[src/rtl/wdog_pkg.sv]
package wdog_pkg;
  // Strobes from control to datapath, valid for one cycle.
  typedef struct packed {
    logic cntInc;   // advance the tick count
    logic cntClear; // refresh: clear count, load pending select
    logic expire;   // timeout: clear count, restore mode defaults
  } wdogStrobe_t;
endpackage

[src/rtl/wdog_datapath.sv]
module wdog_datapath
  import wdog_pkg::*;
#(
  parameter int BASE_TICKS = 16,
  parameter int SEL_W      = 2
) (
  input  logic             clk,
  input  logic             rstN,
  input  wdogStrobe_t      strobe,
  input  logic             cfgWr,
  input  logic [SEL_W:0]   cfgData,
  output logic             atLimit,
  output logic             runInStop
);
  localparam int MAX_TICKS = BASE_TICKS * 16;
  localparam int CNT_W     = $clog2(MAX_TICKS + 1);

  logic [SEL_W-1:0] modeSel;
  logic [SEL_W-1:0] activeSel;
  logic [CNT_W-1:0] count;
  logic [CNT_W-1:0] limit;

  // Mode register and the select in force
  always_ff @(posedge clk or negedge rstN) begin
    if (!rstN) begin
      modeSel   <= '0;
      runInStop <= 1'b0;
      activeSel <= '0;
    end else if (strobe.expire) begin
      modeSel   <= '0;
      runInStop <= 1'b0;
      activeSel <= '0;
    end else begin
      if (cfgWr) begin
        modeSel   <= cfgData[SEL_W-1:0];
        runInStop <= cfgData[SEL_W];
      end
      if (strobe.cntClear) activeSel <= modeSel;
    end
  end

  // Scaled limit: 1x, 2x, 4x, 16x of the base
  always_comb begin
    unique case (activeSel)
      2'd0:    limit = CNT_W'(BASE_TICKS);
      2'd1:    limit = CNT_W'(BASE_TICKS * 2);
      2'd2:    limit = CNT_W'(BASE_TICKS * 4);
      default: limit = CNT_W'(BASE_TICKS * 16);
    endcase
  end

  always_ff @(posedge clk or negedge rstN) begin
    if (!rstN)                                  count <= '0;
    else if (strobe.expire || strobe.cntClear)  count <= '0;
    else if (strobe.cntInc)                     count <= count + 1'b1;
  end

  assign atLimit = (count == limit - 1'b1);
endmodule

[src/rtl/wdog_ctrl.sv]
module wdog_ctrl
  import wdog_pkg::*;
#(
  parameter int POR_TICKS    = 32,
  parameter int PULSE_CYCLES = 16
) (
  input  logic        clk,
  input  logic        rstN,
  input  logic        tickIn,
  input  logic        refreshIn,
  input  logic        stopIn,
  input  logic        runInStop,
  input  logic        atLimit,
  output wdogStrobe_t strobe,
  output logic        wdtRst,
  output logic        porDone
);
  localparam int POR_W = $clog2(POR_TICKS + 1);
  localparam int PUL_W = $clog2(PULSE_CYCLES + 1);

  logic [POR_W-1:0] porCnt;
  logic [PUL_W-1:0] pulseCnt;
  logic             pulseActive;
  logic             running;

  assign pulseActive = (pulseCnt != '0);
  assign running     = porDone && !pulseActive && (!stopIn || runInStop);

  always_comb begin
    strobe          = '0;
    strobe.cntClear = refreshIn;
    strobe.expire   = running && tickIn && atLimit && !refreshIn;
    strobe.cntInc   = running && tickIn && !atLimit && !refreshIn;
  end

  // Power-on delay in ticks
  always_ff @(posedge clk or negedge rstN) begin
    if (!rstN) begin
      porCnt  <= '0;
      porDone <= 1'b0;
    end else if (!porDone && tickIn) begin
      if (porCnt == POR_W'(POR_TICKS - 1)) porDone <= 1'b1;
      else                                 porCnt  <= porCnt + 1'b1;
    end
  end

  // Fixed-length reset pulse
  always_ff @(posedge clk or negedge rstN) begin
    if (!rstN)              pulseCnt <= '0;
    else if (strobe.expire) pulseCnt <= PUL_W'(PULSE_CYCLES);
    else if (pulseActive)   pulseCnt <= pulseCnt - 1'b1;
  end

  assign wdtRst = pulseActive;
endmodule

[src/rtl/wdog_timer.sv]
module wdog_timer
  import wdog_pkg::*;
#(
  parameter int BASE_TICKS   = 16,
  parameter int POR_TICKS    = 32,
  parameter int PULSE_CYCLES = 16
) (
  input  logic       clk,
  input  logic       rstN,
  input  logic       tickIn,
  input  logic       refreshIn,
  input  logic       cfgWr,
  input  logic [2:0] cfgData,
  input  logic       stopIn,
  output logic       wdtRst,
  output logic       porDone
);
  wdogStrobe_t strobe;
  logic        atLimit;
  logic        runInStop;

  wdog_ctrl #(.POR_TICKS(POR_TICKS), .PULSE_CYCLES(PULSE_CYCLES)) u_ctrl (
    .clk(clk), .rstN(rstN), .tickIn(tickIn), .refreshIn(refreshIn),
    .stopIn(stopIn), .runInStop(runInStop), .atLimit(atLimit),
    .strobe(strobe), .wdtRst(wdtRst), .porDone(porDone)
  );

  wdog_datapath #(.BASE_TICKS(BASE_TICKS), .SEL_W(2)) u_dp (
    .clk(clk), .rstN(rstN), .strobe(strobe), .cfgWr(cfgWr),
    .cfgData(cfgData), .atLimit(atLimit), .runInStop(runInStop)
  );
endmodule

[config.mk]
export PLATFORM = sky130hd
export DESIGN_NAME = wdog_timer
export DESIGN_NICKNAME = d
export VERILOG_FILES = /design/src/rtl/wdog_pkg.sv /design/src/rtl/wdog_datapath.sv /design/src/rtl/wdog_ctrl.sv /design/src/rtl/wdog_timer.sv
export SDC_FILE = /design/constraint.sdc
export NUM_CORES = 1
export LEC_CHECK = 0
export ABC_AREA = 0
export BUFFER_PORTS_ARGS = -buffer_cell sky130_fd_sc_hd__buf_2
export CAP_MARGIN = 5
export CORE_MARGIN = 4
export CORE_UTILIZATION = 50
export CTS_BUF_LIST = sky130_fd_sc_hd__clkbuf_4 sky130_fd_sc_hd__clkbuf_8 sky130_fd_sc_hd__clkbuf_16
export CTS_CLUSTER_SIZE = 40
export DETAILED_ROUTE_END_ITERATION = 6
export PLACE_DENSITY = 0.81
export SLEW_MARGIN = 10
export SYNTH_ARGS = -nofsm -noshare
export SYNTH_HDL_FRONTEND = slang
export SYNTH_SLANG_ARGS = --single-unit
[constraint.sdc]
create_clock -name clk -period 2.39 [get_ports clk]
set_input_delay 0.717 -clock clk [delete_from_list [all_inputs] [get_ports clk]]
set_output_delay 0.717 -clock clk [all_outputs]
set_load 0.02 [all_outputs]
## Yosys cells after proc, flatten, opt, wreduce, memory -nomap -nowiden

Index checks and enable logic that the tools add are counted.

- Output and inout port bits: 2
- Flip-flop bits (word level): 26
- Word-level logic and storage cells: 50
- Input bits: 9

- Muxes and demuxes: 11
- Reductions and logical operators: 23
- Eq/ne operators: 4
- Add/sub/neg operators: 4
- Bitwise operators: 1

Operators by type and width:

| cell | count |
|---|---|
| 9-bit one-hot mux with 3 select lines | 1 |
| 9-bit 2-to-1 mux | 2 |
| 5-bit 2-to-1 mux | 2 |
| 9-bit by 1-bit adder with 9-bit output (second input constant) | 1 |
| 9-bit == test | 1 |
| 9-bit by 1-bit subtractor with 9-bit output (second input constant) | 1 |
| 1-bit logical AND | 8 |
| 2-bit 2-to-1 mux | 4 |
| 2-bit nonzero test | 4 |
| 6-bit by 1-bit adder with 6-bit output (second input constant) | 1 |
| 6-bit by 5-bit == test with 1-bit output (second input constant) | 1 |
| 1-bit zero test | 5 |
| 5-bit nonzero test | 1 |
| 5-bit by 1-bit subtractor with 5-bit output (second input constant) | 1 |
| 2-bit AND reduction | 2 |
| 2-bit by 1-bit == test with 1-bit output (second input constant) | 1 |
| 2-bit == test (second input constant) | 1 |
| 2-bit zero test | 1 |
| 1-bit logical OR | 2 |
| 1-bit 2-to-1 mux | 2 |
| 1-bit NOT | 1 |

## Depth between registers and ports, before layout

Gate-level depths: netlist (run 1).

- Depth after elaboration: 9
- Gate-level depth with buffers: 7
- Depth with buffers taken out: 7

## Hierarchy

Synthesis (run 1) repeated with hierarchy kept, for this count alone.

- Cell total of the unflattened synthesis: 129
- Area total of the unflattened synthesis: 1323.8 µm²

By module, submodules not included:

| module | cells an instance | times used | area each (µm²) |
|---|---|---|---|
| wdog_datapath | 70 | 1 | 696.9 |
| wdog_ctrl | 59 | 1 | 626.9 |

## Worst setup path after synthesis (run 1)

No wires, ideal clock.

- Path type: register -> output
- From: reg u_ctrl.pulseCnt[0]
- To: out wdtRst
- Cell stages (with the launch flop): 5
- Path slack: 493 ps
- Arrival time: 1180 ps
- Path buffers: 0
- Cells stage by stage: dfrtp_1 inv_1 ha_1 nor4b_4 inv_1

- Longest elaborated chain between the ends: 1

Ends and longest elaborated chain:

| item | line | RTL |
|---|---|---|
| from (decl) | wdog_ctrl.sv:22 | `logic [PUL_W-1:0] pulseCnt;` |
| from (signal assigned) | wdog_ctrl.sv:50 | `else if (strobe.expire) pulseCnt <= PUL_W'(PULSE_CYCLES);` |
| from (signal assigned) | wdog_ctrl.sv:51 | `else if (pulseActive) pulseCnt <= pulseCnt - 1'b1;` |
| 5-bit nonzero test | wdog_ctrl.sv:26 | `assign pulseActive = (pulseCnt != '0);` |
| to (decl) | wdog_timer.sv:15 | `output logic wdtRst,` |

Every way passes these cells.

## Worst setup path after layout (run 1)

Same ends and word-level chain as after synthesis.

==> run_results.csv, run 1 <==
group,metric,value,unit
sta,fin_worst_skew,0.0174,ns
clock_network,insertion_delay,0.33,ns
layout,multi_input_area,666,um2
clock_network,postCtsHoldBufs,0,
sta,fmax,434,MHz
pwr,power_frac_comb,19.2,%
global_routing,grt_max_degree,27,
worst_setup_path,cp.arrival,1.59,ns
detailed_routing,drtIter0Drc,35,
sta,maxSlewHeadroom,63.1,%
clock_network,htreeDepth,1,
clock_network,clockBufferDepth,2,
worst_setup_path,slowest_delay,0.43,ns
synth,syn_area,1340,um2
sta,period_needed,2.30,ns
detailed_routing,wl,2.40,mm
detailed_routing,via_per_inst,5.52,
global_routing,track_usage,16.7,%
synth,ys_top_cells_by_count,"dfrtp_1, nand2_1, nor2_1",
worst_setup_path,worstSetupPathType,"flop to output pin",
layout,fin_area,1500,um2
placed_design,place.gp.congestion,0.834,
placed_design,dpl_cell_area,1450,um2
synth,synth-edff-count,0,
placed_design,place_ws,0.468,ns
synth,synth_nets,143,
clock_network,numCtsBuffers,3,
synth,yosysUniqueCellTypes,32,
sta,rsz0062_at_grt,"no",
synth,synth.avg_cell_area,10.3,um2
layout,layout.nets,160,
synth,ys.flop_type,"dfrtp_1",
sta,hold_viol_final,0,
worst_setup_path,worstPathMaxFanout,5,
pwr,vdd_drop_max,850,uV
layout,layout-drive-gt1-share,19.2,%
worst_setup_path,cpMostUsedCell,"inv_1",
clock_network,cts_resized,0,
layout,diodes,0,
floorplanning,ioPinCount,11,
worst_setup_path,cp-end-kind,"output pin",
synth,ys_seq_area_share,48.5,%
floorplanning,rows,18,
worst_setup_path,rrSetupSlack,0.55,ns
worst_setup_path,critPathLaunchType,"flop",
pwr,leakage,0.000700,uW
clock_network,postCtsSetupRepairBufs,0,
sta,worst_pin_slew,0.553,ns
synth,netlist_top_cells_area,"dfrtp_1, nand2_1, xnor2_1",
clock_network,cts_tree,"built",
pwr,seqPwrFrac,53.4,%
sta,slew_viol_final,0,
worst_setup_path,cp_slowest_cell,"dfrtp_1",
pwr,power_density,730,nW/um2
detailed_routing,num_vias,972,
synth,yosys.area.top_type,"dfrtp_1",
sta,finalCritPeriodShare,96.3,%
synth,ys_ff_latch,26,
floorplanning,core,2520,um2
detailed_routing,first_pass_iters,4,
floorplanning,die_w,59.8,um
worst_setup_path,path_buf_inv,3,
sta,setup_viol,0,
placed_design,port_buffers,10,
global_routing,grt_pass1_wl,4.46,mm
global_routing,overflow,0,
worst_setup_path,rr_startpoint,"u_ctrl.pulseCnt[0]",
layout,seq_area,651,um2
worst_setup_path,path_depth,5,
worst_setup_path,path_cells,"inv_1 -> ha_1 -> nor4b_4 -> inv_1 -> buf_2",
clock_network,cts-root-buf,"clkbuf_4",
floorplanning,initial_core_util,53.2,%
clock_network,clkTransAtPathRegs,0.15,ns
worst_hold_path,hold_path.class,"input port to async pin",
floorplanning,die_h,59.8,um
pwr,p_sw,309,uW
detailed_routing,drc,0,
run,maxCapViolations,0,
sta,fin_setup_tns,0,ns
worst_setup_path,crit_end,"wdtRst",
global_routing,grt_pass1_vias,1034,
sta,post-route-worst-setup-slack,0.0878,ns
layout,instances_no_fill,176,
placed_design,hpwlAfterDp,1.80,mm
synth,yosys_warnings,0,
layout,fill_cells,211,
floorplanning,fp.dieArea,3580,um2
pwr,swShare,28.2,%
global_routing,antenna_found_initial,0,
sta,whs,0.346,ns
synth,syn_inst,130,
pwr,clockPowerShare,27.4,%
synth,synthArstFlopShare,100,%
worst_setup_path,critPathRequiredTime,1.67,ns
synth,synth_most_common_cell,"dfrtp_1",
run_status,status,"finished clean",
detailed_routing,routedWlPerCell,13.6,um
pwr,p_int,785,uW
detailed_routing,postRouteAntennaNets,0,
clock_network,cts.sinks,26,
layout,syn_to_final_growth,11.6,%
placed_design,placed_cells,172,
worst_setup_path,cpLargestDelayFamily,"flip-flops",
worst_setup_path,worstSetupStartpoint,"u_ctrl.pulseCnt[0]",
synth,synth.top_cell.area_share,48.5,%
worst_setup_path,reg2reg_depth,7,
worst_setup_path,r2r_end,"u_ctrl.pulseCnt[1]",
registers in the layout, indices dropped and copies added (netlist names):
| signal | count |
|---|---|
| u_ctrl.pulseCnt | 5 |
| u_dp.activeSel | 2 |
| u_ctrl.porCnt | 6 |
| u_ctrl.porDone | 1 |
| u_dp.runInStop | 1 |
| u_dp.count | 9 |
| u_dp.modeSel | 2 |
layer usage:
layer | global-route usage [%] | share of wire (%) | vias to the layer above
li1 | - | - | 471
met1 | 19.4 | 43 | 486
met2 | 29.2 | 53 | 13
met3 | 4.54 | 3.1 | 2
met4 | 6.01 | 1.1 | 0
met5 | 0 | 0 | -
final cells by class:
| cell class | count | area share [%] |
|---|---|---|
| inverters | 7 | 1.75 |
| well taps | 30 | 2.51 |
| clock inverters | 1 | 2.01 |
| repair buffers | 12 | 4.34 |
| flip-flops and latches | 26 | 43.4 |
| clock buffers | 3 | 1.50 |
| multi-input cells | 97 | 44.4 |
power groups by stage:
stage / clock, uW / combinational (uW) / sequential [uW]
after floorplan: 0 / 146 / 584
after global routing: 331 / 241 / 595
after global placement: 0 / 202 / 584
after detailed placement: 0 / 214 / 591
final: 300 / 209 / 584
after CTS: 312 / 214 / 584
cells by family (layout without fill, tap and decap cells):
family	Yosys count	after routing	share of synthesized area, %
and+or+nand+nor	60	60	24.5
adders and majority gates	4	4	3.73
DFF	26	26	48.5
muxes	5	5	3.91
buffers and inverters	7	23	1.96
AOI/OAI and AO/OA	14	14	8.29
xor gates and xnor gates	14	14	9.13
placed cells by master (no fill, tap or decap), types with 2 or more instances in the layout:
master and instances:
nand4_1 3, nor2_2 3, nand2b_1 4, dfrtp_1 26, xor2_1 7, buf_4 2
inv_1 7, o21ai_2 2, nand3_1 3, clkbuf_4 3, and3_1 2, nand2_1 17
a21o_1 2, a21oi_1 3, nor2_1 16, nor3_1 5, mux2_2 2, buf_2 10
xnor2_1 7, ha_1 4, mux2i_1 3
through the flow:
| stage | util, % | total power (uW) |
|---|---|---|
| 3_3_place_gp | 57.3 | 786 |
| 2_1_floorplan | - | 730 |
| 4_1_cts | 59.4 | 1110 |
| 6_report | 59.4 | 1090 |
| 5_1_grt | 59.4 | 1170 |
| 3_5_place_dp | 57.3 | 805 |
worst min-delay path by stage:
stage	start	end
final	rstN	u_dp.activeSel[1]
after floorplan	rstN	u_ctrl.porCnt[0]
after CTS	rstN	u_dp.activeSel[1]
after global routing	rstN	u_dp.activeSel[0]
after global placement	u_ctrl.porCnt[5]	u_ctrl.porCnt[5]
after detailed placement	u_ctrl.porCnt[5]	u_ctrl.porCnt[5]
No activity file was read; power rests on OpenSTA's default activity.
==> inputs of run 2 (changes only) <==
Settings changed: RECOVER_POWER from default to 50.
==> run 2 against run 1 <==
  * Power hardly changed
  * Sequential share of layout area is essentially flat
  * Critical path depth is the same
  * Clock power about the same
  * Cell area about the same
  * Register-to-register slack about the same
  * Fmax is the same
  * Routed wire length hardly changed
  * Largest cell class unchanged
==> run_results.csv, run 2 (same netlist as run 1, synthesis figures left out) <==
group,metric,value,unit
pwr,leakage,0.000698,uW
clock_network,htreeDepth,1,
layout,syn_to_final_growth,11.5,%
worst_setup_path,critPathRequiredTime,1.67,ns
detailed_routing,via_per_inst,5.52,
global_routing,grt_pass1_wl,4.46,mm
floorplanning,initial_core_util,53.2,%
layout,layout.nets,160,
clock_network,postCtsHoldBufs,0,
global_routing,grt_pass1_vias,1034,
worst_setup_path,cp.arrival,1.59,ns
sta,setup_viol,0,
detailed_routing,drc,0,
global_routing,grt_max_degree,27,
detailed_routing,first_pass_iters,4,
worst_setup_path,worstPathMaxFanout,5,
run,maxCapViolations,0,
layout,fill_cells,210,
sta,hold_viol_final,0,
clock_network,clockBufferDepth,2,
layout,layout_common_cells,"dfrtp_1, nand2_1, nor2_1",
clock_network,cts_resized,0,
placed_design,place_ws,0.468,ns
sta,worst_pin_slew,1.33,ns
clock_network,numCtsBuffers,3,
floorplanning,ioPinCount,11,
placed_design,port_buffers,10,
sta,post-route-worst-setup-slack,0.0878,ns
sta,fmax,434,MHz
floorplanning,fp.dieArea,3580,um2
layout,fin_area,1500,um2
placed_design,place.gp.congestion,0.834,
pwr,power,1090,uW
clock_network,cts-root-buf,"clkbuf_4",
global_routing,overflow,0,
pwr,vdd_drop_max,850,uV
sta,period_needed,2.30,ns
global_routing,track_usage,16.7,%
layout,layout-drive-gt1-share,18.5,%
floorplanning,core,2520,um2
worst_hold_path,hold_path.class,"flop to flop",
floorplanning,rows,18,
layout,regMostFlops,"u_dp.count",
worst_setup_path,cp-end-kind,"output pin",
placed_design,hpwlAfterDp,1.80,mm
clock_network,clkTransAtPathRegs,0.15,ns
sta,fin_worst_skew,0.0174,ns
detailed_routing,drtIter0Drc,35,
global_routing,antenna_found_initial,0,
layout,diodes,0,
sta,rsz0062_at_grt,"no",
run_status,status,"finished clean",
clock_network,insertion_delay,0.33,ns
clock_network,postCtsSetupRepairBufs,0,
detailed_routing,wl,2.40,mm
layout,largestRegisters,"u_dp.count (9), u_ctrl.porCnt (6), u_ctrl.pulseCnt (5)",
sta,slew_viol_final,0,
layout,layout_commonest_cell,"dfrtp_1",
layout,largest_register_ffs,9,
sta,fin_setup_tns,0,ns
detailed_routing,routedWlPerCell,13.6,um
floorplanning,die_w,59.8,um
worst_setup_path,critPathLaunchType,"flop",
clock_network,cts.sinks,26,
detailed_routing,postRouteAntennaNets,0,
worst_setup_path,rrSetupSlack,0.55,ns
pwr,power_density,730,nW/um2
worst_setup_path,worstSetupPathType,"flop to output pin",
detailed_routing,num_vias,972,
sta,maxSlewHeadroom,11.6,%
placed_design,dpl_cell_area,1450,um2
sta,finalCritPeriodShare,96.3,%
clock_network,cts_tree,"built",
floorplanning,die_h,59.8,um
==> run 2: power by group <==
group	internal [uW]	switching, uW
logic	105	104
clock network	170	130
registers	510	74.4
total	784	309
==> run 2: path summary, 6_finish.rpt <==
kind | from | depth (start not counted) | endpoint
min in group asynchronous | rstN | 1 | u_dp.activeSel[1]
max reg2reg | u_ctrl.pulseCnt[0] | 7 | u_ctrl.pulseCnt[1]
max | u_ctrl.pulseCnt[0] | 5 | wdtRst
min | u_ctrl.porCnt[5] | 1 | u_ctrl.porCnt[5]
min reg2reg | u_ctrl.porCnt[5] | 1 | u_ctrl.porCnt[5]
max in group asynchronous | rstN | 1 | u_ctrl.pulseCnt[4]
==> run 2: worst max-delay path, stage by stage (launching register included) <==
cell and delay (ns):
dfrtp_1 0.43, inv_1 0.11, ha_1 0.18, nor4b_4 0.23, inv_1 0.14, buf_2 0.18
==> run 2: cell type report <==
| type | instances | area (um2) | share of cell area (%) |
|---|---|---|---|
| clock buffer | 3 | 22.5 | 1.51 |
| clock inverter | 1 | 30.0 | 2.01 |
| inverter | 7 | 26.3 | 1.76 |
| multi-input combinational | 97 | 666 | 44.5 |
| sequential | 26 | 651 | 43.5 |
| tap | 30 | 37.5 | 2.51 |
| timing repair buffer | 12 | 63.8 | 4.26 |
==> run 2: per-stage QoR <==
stage	hold slack (ns)	utilization (%)	instances
floorplan	0.421	-	130
global placement	0.464	57.3	172
detailed placement	0.465	57.3	172
CTS	0.361	59.4	176
global route	0.515	59.3	176
finish	0.486	59.3	176
==> run 2: layer usage <==
layer	track usage, %	up-vias	routed length (um)	share of wire [%]
met5	0	-	0	0
met4	6.01	0	26	1.1
met2	29.2	13	1280	53
met1	19.4	486	1020	43
met3	4.54	2	74	3.1
li1	-	471	-	-
